--- src/rtl/pp_host_pkg.sv ---
package pp_host_pkg;

  typedef enum logic [3:0] {
    PH_CMD, PH_AHI, PH_ALO, PH_DLO, PH_WLO, PH_DHI, PH_WHI, PH_ECMD, PH_EWR
  } phase_e;

  typedef enum logic [1:0] {
    ST_IDLE, ST_SETUP, ST_STROBE, ST_BUSY
  } step_e;

  localparam logic [7:0] OP_ERASE = 8'h80;
  localparam logic [7:0] OP_WRITE = 8'h10;

  localparam logic [1:0] SEL_ADDR = 2'b00;
  localparam logic [1:0] SEL_DATA = 2'b01;
  localparam logic [1:0] SEL_OP   = 2'b10;

endpackage

--- src/rtl/pp_phase_decode.sv ---
module pp_phase_decode
  import pp_host_pkg::*;
#(
  parameter int ADDR_W = 16
) (
  input  phase_e            phase,
  input  logic [ADDR_W-1:0] addr,
  input  logic [15:0]       wdata,
  output logic [1:0]        xa,
  output logic              bs,
  output logic [7:0]        bus,
  output logic              is_write,
  output logic              is_last,
  output phase_e            next_phase
);

  localparam int HI_W = ADDR_W - 8;

  logic [7:0] addr_hi;
  assign addr_hi = 8'(addr[ADDR_W-1 -: HI_W]);

  always_comb begin
    xa         = SEL_OP;
    bs         = 1'b0;
    bus        = OP_WRITE;
    is_write   = 1'b0;
    is_last    = 1'b0;
    next_phase = PH_CMD;
    case (phase)
      PH_CMD:  begin
        next_phase = PH_AHI;
      end
      PH_AHI:  begin
        xa         = SEL_ADDR;
        bs         = 1'b1;
        bus        = addr_hi;
        next_phase = PH_ALO;
      end
      PH_ALO:  begin
        xa         = SEL_ADDR;
        bus        = addr[7:0];
        next_phase = PH_DLO;
      end
      PH_DLO:  begin
        xa         = SEL_DATA;
        bus        = wdata[7:0];
        next_phase = PH_WLO;
      end
      PH_WLO:  begin
        xa         = SEL_DATA;
        bus        = wdata[7:0];
        is_write   = 1'b1;
        next_phase = PH_DHI;
      end
      PH_DHI:  begin
        xa         = SEL_DATA;
        bus        = wdata[15:8];
        next_phase = PH_WHI;
      end
      PH_WHI:  begin
        xa         = SEL_DATA;
        bs         = 1'b1;
        bus        = wdata[15:8];
        is_write   = 1'b1;
        is_last    = 1'b1;
      end
      PH_ECMD: begin
        bus        = OP_ERASE;
        next_phase = PH_EWR;
      end
      PH_EWR:  begin
        bus        = OP_ERASE;
        is_write   = 1'b1;
        is_last    = 1'b1;
      end
      default: ;
    endcase
  end

endmodule

--- src/rtl/pp_cycle_timer.sv ---
module pp_cycle_timer #(
  parameter int CNT_W = 8
) (
  input  logic             clk,
  input  logic             rst_n,
  input  logic             load,
  input  logic [CNT_W-1:0] len,
  output logic             expired
);

  logic [CNT_W-1:0] cnt_q, cnt_d;

  always_comb begin
    cnt_d = cnt_q;
    if (load)              cnt_d = len - 1'b1;
    else if (cnt_q != '0)  cnt_d = cnt_q - 1'b1;
  end

  always_ff @(posedge clk or negedge rst_n) begin
    if (!rst_n) cnt_q <= '0;
    else        cnt_q <= cnt_d;
  end

  assign expired = (cnt_q == '0);

  // a loaded length must leave the counter non-expired for len > 1
  p_len_hold_r8: assert property (@(posedge clk) disable iff (!rst_n)
    (load && len > 1) |=> !expired);

endmodule

--- src/rtl/pp_busy_watch.sv ---
module pp_busy_watch #(
  parameter int TIMEOUT_CYC = 1000
) (
  input  logic clk,
  input  logic rst_n,
  input  logic start,
  input  logic rdy_async,
  output logic ok,
  output logic tmo
);

  localparam int TW = $clog2(TIMEOUT_CYC + 1);

  typedef enum logic [1:0] {W_IDLE, W_LO, W_HI} wstate_e;

  wstate_e       st_q, st_d;
  logic [TW-1:0] tcnt_q, tcnt_d;
  logic          rdy_s1_q, rdy_s2_q;

  always_ff @(posedge clk or negedge rst_n) begin
    if (!rst_n) begin
      rdy_s1_q <= 1'b1;
      rdy_s2_q <= 1'b1;
    end else begin
      rdy_s1_q <= rdy_async;
      rdy_s2_q <= rdy_s1_q;
    end
  end

  assign ok  = (st_q == W_HI) && rdy_s2_q;
  assign tmo = (st_q != W_IDLE) && !ok && (tcnt_q == TW'(TIMEOUT_CYC - 1));

  always_comb begin
    st_d   = st_q;
    tcnt_d = tcnt_q;
    if (start) begin
      st_d   = W_LO;
      tcnt_d = '0;
    end else if (ok || tmo) begin
      st_d   = W_IDLE;
    end else if (st_q != W_IDLE) begin
      tcnt_d = tcnt_q + 1'b1;
      if (st_q == W_LO && !rdy_s2_q) st_d = W_HI;
    end
  end

  always_ff @(posedge clk or negedge rst_n) begin
    if (!rst_n) begin
      st_q   <= W_IDLE;
      tcnt_q <= '0;
    end else begin
      st_q   <= st_d;
      tcnt_q <= tcnt_d;
    end
  end

  // completion is never reported in the cycle right after a wait starts
  p_no_early_ok_r5: assert property (@(posedge clk) disable iff (!rst_n)
    start |=> !ok);

  // the wait counter never passes the timeout limit
  p_tmo_bound_r9: assert property (@(posedge clk) disable iff (!rst_n)
    (st_q != W_IDLE) |-> (tcnt_q < TW'(TIMEOUT_CYC)));

endmodule

--- src/rtl/pp_host_seq.sv ---
module pp_host_seq
  import pp_host_pkg::*;
#(
  parameter int ADDR_W      = 16,
  parameter int SETUP_CYC   = 2,
  parameter int LOAD_CYC    = 2,
  parameter int WR_CYC      = 3,
  parameter int ERASE_CYC   = 64,
  parameter int TIMEOUT_CYC = 1000
) (
  input  logic              clk,
  input  logic              rst_n,
  input  logic              req_valid,
  output logic              req_ready,
  input  logic              req_erase,
  input  logic [ADDR_W-1:0] req_addr,
  input  logic [15:0]       req_data,
  output logic              done,
  output logic              err,
  output logic [1:0]        pp_xa,
  output logic              pp_bs,
  output logic [7:0]        pp_data,
  output logic              pp_load,
  output logic              pp_wr_n,
  input  logic              pp_rdy
);

  localparam int HI_W    = ADDR_W - 8;
  localparam int MAX_A   = (SETUP_CYC > LOAD_CYC) ? SETUP_CYC : LOAD_CYC;
  localparam int MAX_B   = (WR_CYC > ERASE_CYC) ? WR_CYC : ERASE_CYC;
  localparam int MAX_LEN = (MAX_A > MAX_B) ? MAX_A : MAX_B;
  localparam int CNT_W   = $clog2(MAX_LEN + 1);

  step_e             step_q, step_d;
  phase_e            phase_q, phase_d, next_phase;
  logic [ADDR_W-1:0] addr_q, addr_d;
  logic [15:0]       data_q, data_d;
  logic              op_held_q, op_held_d;
  logic [HI_W-1:0]   page_q, page_d;
  logic              done_q, done_d, err_q, err_d;

  logic              tmr_load, tmr_exp;
  logic [CNT_W-1:0]  tmr_len, strobe_len;
  logic              w_start, w_ok, w_tmo;
  logic [1:0]        dec_xa;
  logic              dec_bs, is_write, is_last;
  logic [7:0]        dec_bus;

  pp_phase_decode #(.ADDR_W(ADDR_W)) u_dec (
    .phase(phase_q), .addr(addr_q), .wdata(data_q),
    .xa(dec_xa), .bs(dec_bs), .bus(dec_bus),
    .is_write(is_write), .is_last(is_last), .next_phase(next_phase)
  );

  pp_cycle_timer #(.CNT_W(CNT_W)) u_tmr (
    .clk(clk), .rst_n(rst_n), .load(tmr_load), .len(tmr_len), .expired(tmr_exp)
  );

  pp_busy_watch #(.TIMEOUT_CYC(TIMEOUT_CYC)) u_watch (
    .clk(clk), .rst_n(rst_n), .start(w_start), .rdy_async(pp_rdy),
    .ok(w_ok), .tmo(w_tmo)
  );

  assign strobe_len = !is_write          ? CNT_W'(LOAD_CYC)  :
                      (phase_q == PH_EWR) ? CNT_W'(ERASE_CYC) : CNT_W'(WR_CYC);

  always_comb begin
    step_d    = step_q;
    phase_d   = phase_q;
    addr_d    = addr_q;
    data_d    = data_q;
    op_held_d = op_held_q;
    page_d    = page_q;
    done_d    = 1'b0;
    err_d     = 1'b0;
    tmr_load  = 1'b0;
    tmr_len   = CNT_W'(SETUP_CYC);
    w_start   = 1'b0;
    case (step_q)
      ST_IDLE: if (req_valid) begin
        addr_d   = req_addr;
        data_d   = req_data;
        step_d   = ST_SETUP;
        tmr_load = 1'b1;
        if (req_erase)                                     phase_d = PH_ECMD;
        else if (op_held_q && req_addr[ADDR_W-1 -: HI_W] == page_q) phase_d = PH_ALO;
        else if (op_held_q)                                phase_d = PH_AHI;
        else                                               phase_d = PH_CMD;
      end
      ST_SETUP: if (tmr_exp) begin
        step_d   = ST_STROBE;
        tmr_load = 1'b1;
        tmr_len  = strobe_len;
      end
      ST_STROBE: if (tmr_exp) begin
        if (phase_q == PH_EWR) begin
          step_d    = ST_IDLE;
          done_d    = 1'b1;
          op_held_d = 1'b0;
        end else if (is_write) begin
          step_d  = ST_BUSY;
          w_start = 1'b1;
        end else begin
          phase_d  = next_phase;
          step_d   = ST_SETUP;
          tmr_load = 1'b1;
        end
      end
      ST_BUSY: begin
        if (w_tmo) begin
          step_d    = ST_IDLE;
          err_d     = 1'b1;
          op_held_d = 1'b0;
        end else if (w_ok && is_last) begin
          step_d    = ST_IDLE;
          done_d    = 1'b1;
          op_held_d = 1'b1;
          page_d    = addr_q[ADDR_W-1 -: HI_W];
        end else if (w_ok) begin
          phase_d  = next_phase;
          step_d   = ST_SETUP;
          tmr_load = 1'b1;
        end
      end
      default: step_d = ST_IDLE;
    endcase
  end

  always_ff @(posedge clk or negedge rst_n) begin
    if (!rst_n) begin
      step_q    <= ST_IDLE;
      phase_q   <= PH_CMD;
      addr_q    <= '0;
      data_q    <= '0;
      op_held_q <= 1'b0;
      page_q    <= '0;
      done_q    <= 1'b0;
      err_q     <= 1'b0;
    end else begin
      step_q    <= step_d;
      phase_q   <= phase_d;
      op_held_q <= op_held_d;
      page_q    <= page_d;
      done_q    <= done_d;
      err_q     <= err_d;
      if (step_q == ST_IDLE) begin
        addr_q <= addr_d;
        data_q <= data_d;
      end
    end
  end

  assign req_ready = (step_q == ST_IDLE);
  assign done      = done_q;
  assign err       = err_q;
  assign pp_xa     = (step_q == ST_IDLE) ? 2'b00 : dec_xa;
  assign pp_bs     = (step_q == ST_IDLE) ? 1'b0  : dec_bs;
  assign pp_data   = (step_q == ST_IDLE) ? 8'h00 : dec_bus;
  assign pp_load   = (step_q == ST_STROBE) && !is_write;
  assign pp_wr_n   = !((step_q == ST_STROBE) && is_write);

  // the two strobes are never active together
  p_strobe_excl_r8: assert property (@(posedge clk) disable iff (!rst_n)
    !(pp_load && !pp_wr_n));

  // bus values do not move while a strobe is active
  p_bus_hold_r8: assert property (@(posedge clk) disable iff (!rst_n)
    (step_q == ST_STROBE) |-> $stable({pp_xa, pp_bs, pp_data}));

  // an accepted request takes the block out of idle
  p_accept_r10: assert property (@(posedge clk) disable iff (!rst_n)
    (req_valid && req_ready) |=> !req_ready);

  // done and err never pulse together
  p_done_err_r10: assert property (@(posedge clk) disable iff (!rst_n)
    !(done && err));

  // the erase write phase never enters the ready/busy wait
  p_erase_nowait_r3: assert property (@(posedge clk) disable iff (!rst_n)
    (phase_q == PH_EWR) |-> (step_q != ST_BUSY));

endmodule

--- config.mk ---
export PLATFORM = sky130hd
export DESIGN_NAME = pp_host_seq
export DESIGN_NICKNAME = d
export VERILOG_FILES = /design/src/rtl/pp_host_pkg.sv /design/src/rtl/pp_phase_decode.sv /design/src/rtl/pp_cycle_timer.sv /design/src/rtl/pp_busy_watch.sv /design/src/rtl/pp_host_seq.sv
export SDC_FILE = /design/constraint.sdc
export NUM_CORES = 1
export LEC_CHECK = 0
export BUFFER_PORTS_ARGS = -buffer_cell sky130_fd_sc_hd__buf_2
export CAP_MARGIN = 5
export CORE_MARGIN = 1.5
export CORE_UTILIZATION = 35
export DETAILED_ROUTE_END_ITERATION = 7
export PLACE_DENSITY = 0.53
export SLEW_MARGIN = 40
export SYNTH_ARGS = -nofsm -noshare
export SYNTH_HDL_FRONTEND = slang
export SYNTH_SLANG_ARGS = --single-unit
--- constraint.sdc ---
create_clock -name clk -period 3.4 [get_ports clk]
set_input_delay 0.85 -clock clk [delete_from_list [all_inputs] [get_ports clk]]
set_output_delay 0.85 -clock clk [all_outputs]
set_load 0.05 [all_outputs]
==> summary.md, run 1 <==
| Metric | Value |
|---|---|
| Worst Hold Class | `reg -> reg` |
| GR Overflow Total | `0` |
| Post-route DRC | `0` |
| Register bit total from synthesis | `70` |
| DR WL met2 | `4260 um` |
| CP endpoint kind | `output port` |
| Leak | `1.95 nW` |
| CTS H-tree lvls | `3` |
| Top FF cell, synth | `dfrtp_1` |
| Commonest cells in the netlist | `68 x dfrtp_1, 40 x mux2_2, 32 x nand2_1` |
| Number of synthesized flops with an enable pin | `0` |
| Sequential share of power | `33.8%` |
| Avg Inst Size Synth | `10.3 um2` |
| Worst slew margin | `58.5%` |
| WL/cell | `15.9 um` |
| Post-Route Utilization | `42.2%` |
| Syn. warnings | `0` |
| Synthesized area | `3800 um2` |
| Initial drt markers | `122` |
| Initial Util | `36.5%` |
| Crit-path max cell delay | `630 ps` |
| Layout cells sized above 1 | `30.0%` |
| Num CTS Buffers | `9` |
| Area share of the largest cell type after synthesis | `44.8%` |
| Nets | `460` |
| Total routing usage reported by global routing | `16.8%` |
| Highest metal layer with signal wires | `met4` |
| Number of global-route vias before repair | `2986` |
| CP arrival | `2330 ps` |
| Final Critical Period | `3180 ps` |
| Post-DP HPWL | `6370 um` |
| Yosys top cell by area | `dfrtp_1` |
| Setup tns final | `0 ps` |
| WL final | `8910 um` |
| RSZ-0062 raised after global routing | `false` |
| Initial DRT Pass Iterations | `4` |
| Vias per cell | `5.33` |
| Antenna-violating nets left | `0` |
| Gate power share | `50.8%` |
| Synth unique cells | `58` |
| Via count | `2995` |
| Maximum vdd drop | `0.00106 V` |
| Power per Cell Area | `963 nW/um2` |
| Final GP Congestion | `0.848` |
| Worst slew pin tran | `622 ps` |
| CP max stage cell | `dfrtp_1` |
| Maximum number of pins on one net before global-route repair | `34` |
| P_int | `2.26 mW` |
| Clock slew at reported path FFs | `80 ps` |
| Diode count | `0` |
| Psw | `1.97 mW` |
| FP Rows | `37` |
| Die height | `107 um` |
| Seq/Total Area, Yosys | `46.2%` |
| Req. time, crit path | `2550 ps` |
| Area Overhead vs Synth | `15.8%` |
| Synth Instances | `370` |
| Placeable Area | `10400 um2` |
| Final Setup Violations | `0` |
| Class of the most critical setup path | `reg -> out` |
| Skew final | `10.2 ps` |
| Status | `finished, final reports clean` |
| Initial antenna violation count | `0` |
| First-pass GRT wire length | `14900 um` |
| CTS tree | `yes` |
| CP cell instances | `nor2b_1 > mux2i_1 > nor2_2 > a22oi_1 > a21oi_1 > buf_2` |
| Die X-Extent | `107 um` |
| Syn Nets | `409` |
| DIE AREA | `11500 um2` |
| Switching Share | `46.6%` |
| Met3 WL | `438 um` |
| Synth top area cells | `dfrtp_1 45%, mux2_2 12%, mux2i_1 4.0%` |
| Clock latency on the worst-skew pair | `350 ps` |
| CTS Sinks | `70` |
| Crit-path max FO | `15` |
| Fin. Hold Viols | `0` |
| Clock Tree Buf Depth | `2` |
| Max cap viols | `0` |
| Fin crit share | `93.4%` |
| Pins Over Slew Limit | `0` |
| Async SR Flop Fraction | `100%` |
| M1 wire length | `4070 um` |
| Io pins | `53` |
| Max Clk Rate | `0.315 GHz` |
| CP startpoint kind | `register` |
| Input/output buffers | `52` |
| Root buffer cell | `clkbuf_8` |
| Count leader, synth | `dfrtp_1` |
| Clock power frac | `15.4%` |
logic make-up after synthesis:
group           synth area share, %
simple gates                   16.1
compound gates                 14.1
flops                          46.2
mux                            16.6
buf+inv                        2.83
xor+xnor                       3.46
fa+ha+maj                     0.659
flip-flops by register name, indices dropped and copies added (netlist names), 2 cells and up:
| register | cells |
|---|---|
| addr_q | 16 |
| data_q | 16 |
| u_watch.tcnt_q | 10 |
| page_q | 8 |
| u_tmr.cnt_q | 7 |
| phase_q | 4 |
| step_q | 2 |
| u_watch.st_q | 2 |
through the flow:
stage | total power [mW] | hold WS [ps] | instance area [um2] | cells | worst slack (ps)
CTS | 4.27 | 364 | 4390 | 562 | 76.1
detailed placement | 3.60 | 354 | 4200 | 546 | 317
global placement | 3.59 | 354 | 4200 | 546 | 354
floorplan | 3.08 | 345 | 3800 | 370 | 295
global route | 4.55 | 362 | 4400 | 562 | 11.9
finish | 4.23 | 359 | 4400 | 562 | 224
path summary, 6_finish.rpt:
check	to	depth (start not counted)	from	slack, ps
worst max-delay path	pp_data[2]	6	phase_q[2]$_DFFE_PN0P_	220
worst min-delay path	u_watch.rdy_s2_q$_DFF_PN1_	0	u_watch.rdy_s1_q$_DFF_PN1_	360
worst max register to register	u_tmr.cnt_q[6]$_DFFE_PN0P_	11	u_tmr.cnt_q[3]$_DFFE_PN0P_	280
worst min register to register	u_watch.rdy_s2_q$_DFF_PN1_	0	u_watch.rdy_s1_q$_DFF_PN1_	360
max in group asynchronous	u_watch.rdy_s1_q$_DFF_PN1_	2	rst_n	2250
min in group asynchronous	u_watch.st_q[1]$_DFFE_PN0P_	1	rst_n	440
worst max-delay path, delay by kind of cell, from the launching register on:
kind / cells / cell delay [ps]
buf+inv: 1 / 290
flops: 1 / 630
mux: 1 / 110
compound gates: 2 / 370
simple gates: 2 / 570
cell type report:
| type | instances | area [um2] |
|---|---|---|
| clock buffer | 12 | 135 |
| clock inverter | 4 | 47.5 |
| fill | 1023 | 6020 |
| inverter | 6 | 22.5 |
| multi-input combinational | 274 | 1940 |
| sequential | 70 | 1760 |
| tap | 136 | 170 |
| timing repair buffer | 60 | 323 |
placed cells by master (no fill, tap or decap), types with 6 or more instances in the layout:
cell	count
a21oi_1	22
a22oi_1	10
buf_2	51
buf_4	9
clkbuf_8	9
dfrtp_1	67
inv_1	6
mux2_2	40
mux2i_1	15
nand2_1	32
nor2_1	26
nor2b_1	8
nor3_1	13
o21ai_0	22
xnor2_1	11
per-layer routing:
layer	vias up	global-route usage (%)
met1	1461	21.8
li1	1439	-
met4	0	7.14
met5	-	0
met2	82	26.5
met3	13	4.19
what timing repair did:
item                       4_1_cts  5_1_grt
hold buffers                     0        0
gates resized for setup          1        2
buffers inserted                 0        0
setup endpoints to repair        4        7
power groups by stage:
stage | Clock [mW] | Combinational, mW | Sequential [mW]
4_1_cts | 0.673 | 2.17 | 1.42
6_report | 0.653 | 2.15 | 1.43
3_3_place_gp | 0 | 2.16 | 1.43
5_1_grt | 0.719 | 2.34 | 1.48
3_5_place_dp | 0 | 2.16 | 1.44
2_1_floorplan | 0 | 1.79 | 1.28
Note: power is estimated with default switching activity, not from simulation.
==> inputs of run 2 (changes only) <==
--- a/config.mk
+++ b/config.mk
@@ -5,6 +5,7 @@
 export SDC_FILE = /design/constraint.sdc
 export NUM_CORES = 1
 export LEC_CHECK = 0
+export ABC_AREA = 1
 export BUFFER_PORTS_ARGS = -buffer_cell sky130_fd_sc_hd__buf_2
 export CAP_MARGIN = 5
 export CORE_MARGIN = 1.5
==> summary.md, run 2 <==
| Metric | Value |
|---|---|
| Status | `finished, final reports clean` |
| CTS tree | `yes` |
| Die height | `107 um (+0.14%)` |
| Fin. Hold Viols | `0 (unchanged)` |
| Initial drt markers | `158 (+30%)` |
| GR Overflow Total | `0 (unchanged)` |
| Top FF cell, synth | `dfrtp_1` |
| Count leader, synth | `nand2_1` |
| Number of synthesized flops with an enable pin | `0 (unchanged)` |
| Nets | `576 (+25%)` |
| CTS Hold Bufs | `0 (unchanged)` |
| Final GP Congestion | `0.815 (-4.0%)` |
| CP endpoint kind | `output port` |
| Pins Over Slew Limit | `0 (unchanged)` |
| WL/cell | `13.4 um (-16%)` |
| Register bit total from synthesis | `70 (unchanged)` |
| Total routing usage reported by global routing | `17.2% (+0.43 points)` |
| Layout cells sized above 1 | `22.9% (-7.2 points)` |
| Leak | `2.29 nW (+18%)` |
| Final Critical Period | `3070 ps (-110 ps)` |
| Yosys top cell by area | `dfrtp_1` |
| Top flop regs | `addr_q: 16 flops, data_q: 16 flops, u_watch.tcnt_q: 10 flops` |
| Maximum number of pins on one net before global-route repair | `42 (+24%)` |
| Reg-to-reg endpoint | `u_tmr.cnt_q[4]$_DFFE_PN0P_` |
| Filler cells | `1126 (+10%)` |
| DIE AREA | `11500 um2 (+0.29%)` |
| FP Rows | `37 (unchanged)` |
| Syn Nets | `518 (+27%)` |
| Die X-Extent | `107 um (+0.14%)` |
| Initial Util | `36.4% (-0.054 points)` |
| Clock Tree Buf Depth | `2 (unchanged)` |
| Seq/Total Area, Yosys | `46.1% (-0.14 points)` |
| Postcts setup bufs | `0 (unchanged)` |
| Flop2flop setup slack | `1210 ps (+930 ps)` |
| Length in cells of the worst reg-to-reg path | `12 (+1)` |
| CP arrival | `2220 ps (-110 ps)` |
| Via count | `3236 (+8.0%)` |
| Critical Path Start | `phase_q[2]$_DFFE_PN0P_` |
| CTS H-tree lvls | `3 (unchanged)` |
| Area share of the largest cell type after synthesis | `44.7% (-0.13 points)` |
| Skew final | `10.4 ps (+0.127 ps)` |
| Power per Cell Area | `374 nW/um2 (-61%)` |
| Clock latency on the worst-skew pair | `360 ps (about the same)` |
| First-pass GRT wire length | `15300 um (+2.9%)` |
| Async SR Flop Fraction | `100% (unchanged)` |
| Placeable Area | `10500 um2 (+0.44%)` |
| Io pins | `53 (unchanged)` |
| Diode count | `0 (unchanged)` |
| Synthesized area | `3810 um2 (+0.30%)` |
| CTS resizes | `0 (-1)` |
| RSZ-0062 raised after global routing | `false` |
| Worst slew margin | `66.9% (+8.3 points)` |
| Fin crit share | `90.2% (-3.2 points)` |
| Max Clk Rate | `0.326 GHz (+3.6%)` |
| Commonest cells in the netlist | `150 x nand2_1, 68 x dfrtp_1, 56 x inv_1` |
| Synth unique cells | `40 (-31%)` |
| Post-route DRC | `0 (unchanged)` |
| CP cell instances | `inv_1 > nor2_2 > nand2_1 > inv_1 > a31oi_1 > nand2_1 > nor2_1 > nand3_1 > a41oi_1 > buf_2` |
| Req. time, crit path | `2550 ps (about the same)` |
| Setup tns final | `0 ps (unchanged)` |
| Commonest non-fill, non-tap cell in the layout | `nand2_1` |
| Post-DP HPWL | `6720 um (+5.4%)` |
| WL final | `9080 um (+1.8%)` |
| Num CTS Buffers | `9 (unchanged)` |
| Input/output buffers | `52 (unchanged)` |
| Worst Hold Class | `reg -> reg` |
| Fin area | `4430 um2 (+0.68%)` |
| Syn. warnings | `0 (unchanged)` |
| Synth Instances | `479 (+29%)` |
| Initial DRT Pass Iterations | `4 (unchanged)` |
| CP max stage cell | `dfrtp_1` |
| Antenna-violating nets left | `0 (unchanged)` |
| Crit-path max FO | `3 (-12)` |
| Class of the most critical setup path | `reg -> out` |
| WHS Path Cells | `0 (unchanged)` |
| Number of global-route vias before repair | `3147 (+5.4%)` |
| Area Overhead vs Synth | `16.3%` |
| Reg2Reg Launch Point | `phase_q[1]$_DFFE_PN0P_` |
| Most frequent cells in the layout | `150 x nand2_1, 68 x dfrtp_1, 56 x inv_1` |
| CTS Sinks | `70 (unchanged)` |
| Critical path endpoint | `pp_data[4]` |
| Maximum vdd drop | `0.000153 V (-86%)` |
| Cell Area, Placed | `4230 um2 (+0.71%)` |
| Max cap viols | `0 (unchanged)` |
| Clock slew at reported path FFs | `90 ps (about the same)` |
| Vias per cell | `4.77 (-10%)` |
| Total Power | `1.65 mW (-61%)` |
| Crit-path max cell delay | `400 ps (-230 ps)` |
| Avg Inst Size Synth | `7.95 um2 (-23%)` |
| Synth top area cells | `dfrtp_1 45%, nand2_1 15%, inv_1 5.5%` |
| Worst slew pin tran | `497 ps (-125 ps)` |
| CP startpoint kind | `register` |
| Initial antenna violation count | `0 (unchanged)` |
| Root buffer cell | `clkbuf_8` |
| Final Setup Violations | `0 (unchanged)` |
## run 2: changes by cell type after synthesis, moves of 9 or more
cell	delta
nand3_1	+16
mux2_2	-40
nor2_4	+9
inv_1	+50
nand2_1	+118
o21ai_0	+14
mux2i_1	-15
inv_2	+10
a21oi_1	-12
nand2_2	+9
## run 2: how the worst min path moves through the flow
stage / start / endpoint
after global routing: u_watch.rdy_s1_q$_DFF_PN1_ / u_watch.rdy_s2_q$_DFF_PN1_
after detailed placement: u_watch.rdy_s1_q$_DFF_PN1_ / u_watch.rdy_s2_q$_DFF_PN1_
final: u_watch.rdy_s1_q$_DFF_PN1_ / u_watch.rdy_s2_q$_DFF_PN1_
after global placement: u_watch.rdy_s1_q$_DFF_PN1_ / u_watch.rdy_s2_q$_DFF_PN1_
after floorplan: u_watch.rdy_s1_q$_DFF_PN1_ / u_watch.rdy_s2_q$_DFF_PN1_
after CTS: u_watch.rdy_s1_q$_DFF_PN1_ / u_watch.rdy_s2_q$_DFF_PN1_
## run 2: area by class of cell
| type | instances | area (um2) | area share, % |
|---|---|---|---|
| sequential | 70 | 1750 | 39.6 |
| multi-input combinational | 333 | 1750 | 39.6 |
| timing repair buffer | 56 | 305 | 6.89 |
| inverter | 67 | 251 | 5.68 |
| tap | 136 | 170 | 3.84 |
| clock buffer | 9 | 124 | 2.80 |
| clock inverter | 7 | 71.3 | 1.61 |
## run 2: layer usage
metal / vias to the layer above / GRT usage [%] / share of wire, %
met3: 8 / 3.93 / 2.9
li1: 1660 / - / -
met2: 54 / 27.2 / 49
met4: 0 / 6.67 / 1.4
met1: 1514 / 22.9 / 47
met5: - / 0 / 0
## run 2: through the flow
step / setup slack (ps) / hold slack [ps] / std cells / utilization (%)
floorplan: 547 / 345 / 479 / -
global placement: 787 / 347 / 662 / 40.4
detailed placement: 746 / 348 / 662 / 40.5
CTS: 339 / 358 / 678 / 42.3
global route: 98.1 / 367 / 678 / 42.3
finish: 334 / 360 / 678 / 42.3
## run 2: power breakdown
| group | switching (mW) | leakage (nW) | internal, mW |
|---|---|---|---|
| combinational | 0.0656 | 1.29 | 0.0354 |
| clock | 0.394 | 0.102 | 0.292 |
| sequential | 0.0130 | 0.901 | 0.854 |
## run 2: critical path: cells and delay by family (launching register included)
kind | cells | cell delay, ps
buffers and inverters | 3 | 510
AO/OA/AOI/OAI | 2 | 410
AND/OR/NAND/NOR | 5 | 520
flip-flops | 1 | 400
## run 2: logic make-up after synthesis
logic type / count (synthesis) / synth area share, %
buf+inv: 76 / 7.95
simple gates: 248 / 31.4
flops: 70 / 46.1
fa+ha+maj: 2 / 0.657
xor+xnor: 12 / 2.76
compound gates: 71 / 11.2
==> inputs of run 3 (changes only) <==
--- a/config.mk
+++ b/config.mk
@@ -11,7 +11,8 @@
 export CORE_MARGIN = 1.5
 export CORE_UTILIZATION = 35
 export DETAILED_ROUTE_END_ITERATION = 7
-export PLACE_DENSITY = 0.53
+export PLACE_DENSITY = 0.55
+export RECOVER_POWER = 100
 export SLEW_MARGIN = 40
 export SYNTH_ARGS = -nofsm -noshare
 export SYNTH_HDL_FRONTEND = slang
==> constraint.sdc (replaced) <==
create_clock -name clk -period 2.8 [get_ports clk]
set_input_delay 0.7 -clock clk [delete_from_list [all_inputs] [get_ports clk]]
set_output_delay 0.7 -clock clk [all_outputs]
set_load 0.05 [all_outputs]
==> summary.md, run 3 (same netlist as run 2, synthesis figures left out) <==
| Metric | Value |
|---|---|
| CP endpoint kind | `output port` |
| Final Critical Period | `2710 ps` |
| Total Power | `1.97 mW (+19%)` |
| WHS Path Cells | `0 (unchanged)` |
| Io pins | `53 (unchanged)` |
| WL final | `9170 um (+1.0%)` |
| Req. time, crit path | `2100 ps (-450 ps)` |
| Num CTS Buffers | `9 (unchanged)` |
| Placeable Area | `10500 um2 (unchanged)` |
| Leak | `2.27 nW (-0.93%)` |
| Max Clk Rate | `0.370 GHz` |
| Via count | `3291 (+1.7%)` |
| Skew final | `7.56 ps (-2.80 ps)` |
| Initial drt markers | `136 (-14%)` |
| Nets | `579 (+0.52%)` |
| Class of the most critical setup path | `reg -> out` |
| Max cap viols | `0 (unchanged)` |
| Final GP Congestion | `0.852 (+4.6%)` |
| Final Setup Violations | `0 (unchanged)` |
| Worst slew pin tran | `1410 ps (+916 ps)` |
| WL/cell | `13.5 um (+0.60%)` |
| CTS Hold Bufs | `0 (unchanged)` |
| Commonest non-fill, non-tap cell in the layout | `nand2_1` |
| Clock Tree Buf Depth | `2 (unchanged)` |
| Clock slew at reported path FFs | `80 ps (about the same)` |
| DIE AREA | `11500 um2 (unchanged)` |
| Clock latency on the worst-skew pair | `350 ps (about the same)` |
| Antenna-violating nets left | `0 (unchanged)` |
| CTS H-tree lvls | `3 (unchanged)` |
| Worst slew margin | `5.81% (-61 points)` |
| Vias per cell | `4.83 (+1.3%)` |
| Area Overhead vs Synth | `16.8%` |
| Cell Area, Placed | `4230 um2 (unchanged)` |
| Total routing usage reported by global routing | `17.0% (-0.27 points)` |
| Reg2Reg Launch Point | `step_q[1]$_DFFE_PN0P_` |
| Maximum vdd drop | `0.000286 V (+88%)` |
| Status | `finished, final reports clean` |
| Maximum number of pins on one net before global-route repair | `42 (unchanged)` |
| Diode count | `0 (unchanged)` |
| Die X-Extent | `107 um (unchanged)` |
| Fin crit share | `96.6%` |
| First-pass GRT wire length | `15400 um (+0.36%)` |
| GR Overflow Total | `0 (unchanged)` |
| Root buffer cell | `clkbuf_8` |
| Power per Cell Area | `444 nW/um2 (+19%)` |
| Setup tns final | `0 ps (unchanged)` |
| Flop2flop setup slack | `270 ps (-940 ps)` |
| Fin. Hold Viols | `0 (unchanged)` |
| CP arrival | `2010 ps (-210 ps)` |
| Final std cells w/o fill | `681 (+0.44%)` |
| Reg-to-reg endpoint | `u_tmr.cnt_q[4]$_DFFE_PN0P_` |
| Post-Route Utilization | `42.5% (+0.18 points)` |
| Worst Hold Class | `reg -> reg` |
| FP Rows | `37 (unchanged)` |
| Post-Place Cells | `664 (+0.30%)` |
| CP startpoint kind | `register` |
| Die height | `107 um (unchanged)` |
| RSZ-0062 raised after global routing | `true` |
| Most frequent cells in the layout | `154 x nand2_1, 65 x dfrtp_1, 53 x inv_1` |
| Worst Hold End | `u_watch.rdy_s2_q$_DFF_PN1_` |
| CTS tree | `yes` |
| Pins Over Slew Limit | `0 (unchanged)` |
| Post-DP HPWL | `6890 um (+2.6%)` |
| Number of global-route vias before repair | `3244 (+3.1%)` |
| Top flop regs | `addr_q: 16 flops, data_q: 16 flops, u_watch.tcnt_q: 10 flops` |
| Layout cells sized above 1 | `23.1% (+0.24 points)` |
| Crit-path max FO | `3 (unchanged)` |
| Post-route DRC | `0 (unchanged)` |
| Initial antenna violation count | `0 (unchanged)` |
| Fin area | `4450 um2 (+0.42%)` |
| Hold Crit Start | `u_watch.rdy_s1_q$_DFF_PN1_` |
| Initial DRT Pass Iterations | `4 (unchanged)` |
| CTS Sinks | `70 (unchanged)` |
| Length in cells of the worst reg-to-reg path | `8 (-4)` |
| Input/output buffers | `52 (unchanged)` |
| Initial Util | `36.4% (unchanged)` |
## run 3: metal layers
layer,GRT usage [%],wire [um],vias to the layer above
met3,4.30,474,6
met2,28.7,4510,77
met1,21.8,4120,1547
met5,0,0,-
met4,3.81,68,0
li1,-,-,1661
## run 3: repair_timing
action	4_1_cts	5_1_grt
resized for setup	6	21
setup buffers	0	1
pin swaps	0	2
endpoints found under the setup margin	2	9
## run 3: final cells by class
class                           count  area (um2)
Inverter                           67         251
Clock buffer                       10         138
Multi-Input combinational cell    333        1750
Clock inverter                      6        52.6
Sequential cell                    70        1760
Timing Repair Buffer               59         324
Tap cell                          136         170
Fill cell                        1132        6020
## run 3: worst max-delay path by stage
stage / from / to / cells after the start / slack [ps]
final: phase_q[2]$_DFFE_PN0P_ / pp_data[4] / 10 / 90
after global routing: phase_q[2]$_DFFE_PN0P_ / pp_data[4] / 10 / -40
after CTS: phase_q[2]$_DFFE_PN0P_ / pp_data[4] / 10 / 30
after detailed placement: phase_q[2]$_DFFE_PN0P_ / pp_data[4] / 10 / 300
after global placement: phase_q[2]$_DFFE_PN0P_ / pp_data[4] / 10 / 350
after floorplan: phase_q[2]$_DFFE_PN0P_ / pp_data[4] / 9 / 100
## run 3: report_power, final
group          total [mW]  switching (mW)  internal, mW
registers            1.05          0.0152          1.04
logic               0.124          0.0800        0.0437
clock network       0.797           0.435         0.361
## run 3: worst max-delay path, stage by stage (launching register included)
cell and delay, ps:
dfrtp_1 410, inv_2 100, nor2_2 60, nand2_1 100, inv_2 70, a31oi_4 180
nand2_2 100, nor2_4 120, nand3_1 90, a41oi_2 230, buf_6 190
## run 3: through the flow
stage,setup WS (ps),hold WS [ps]
2_1_floorplan,97.3,345
3_3_place_gp,349,348
3_5_place_dp,301,349
4_1_cts,28.3,350
5_1_grt,-36.7,369
6_report,94.6,364
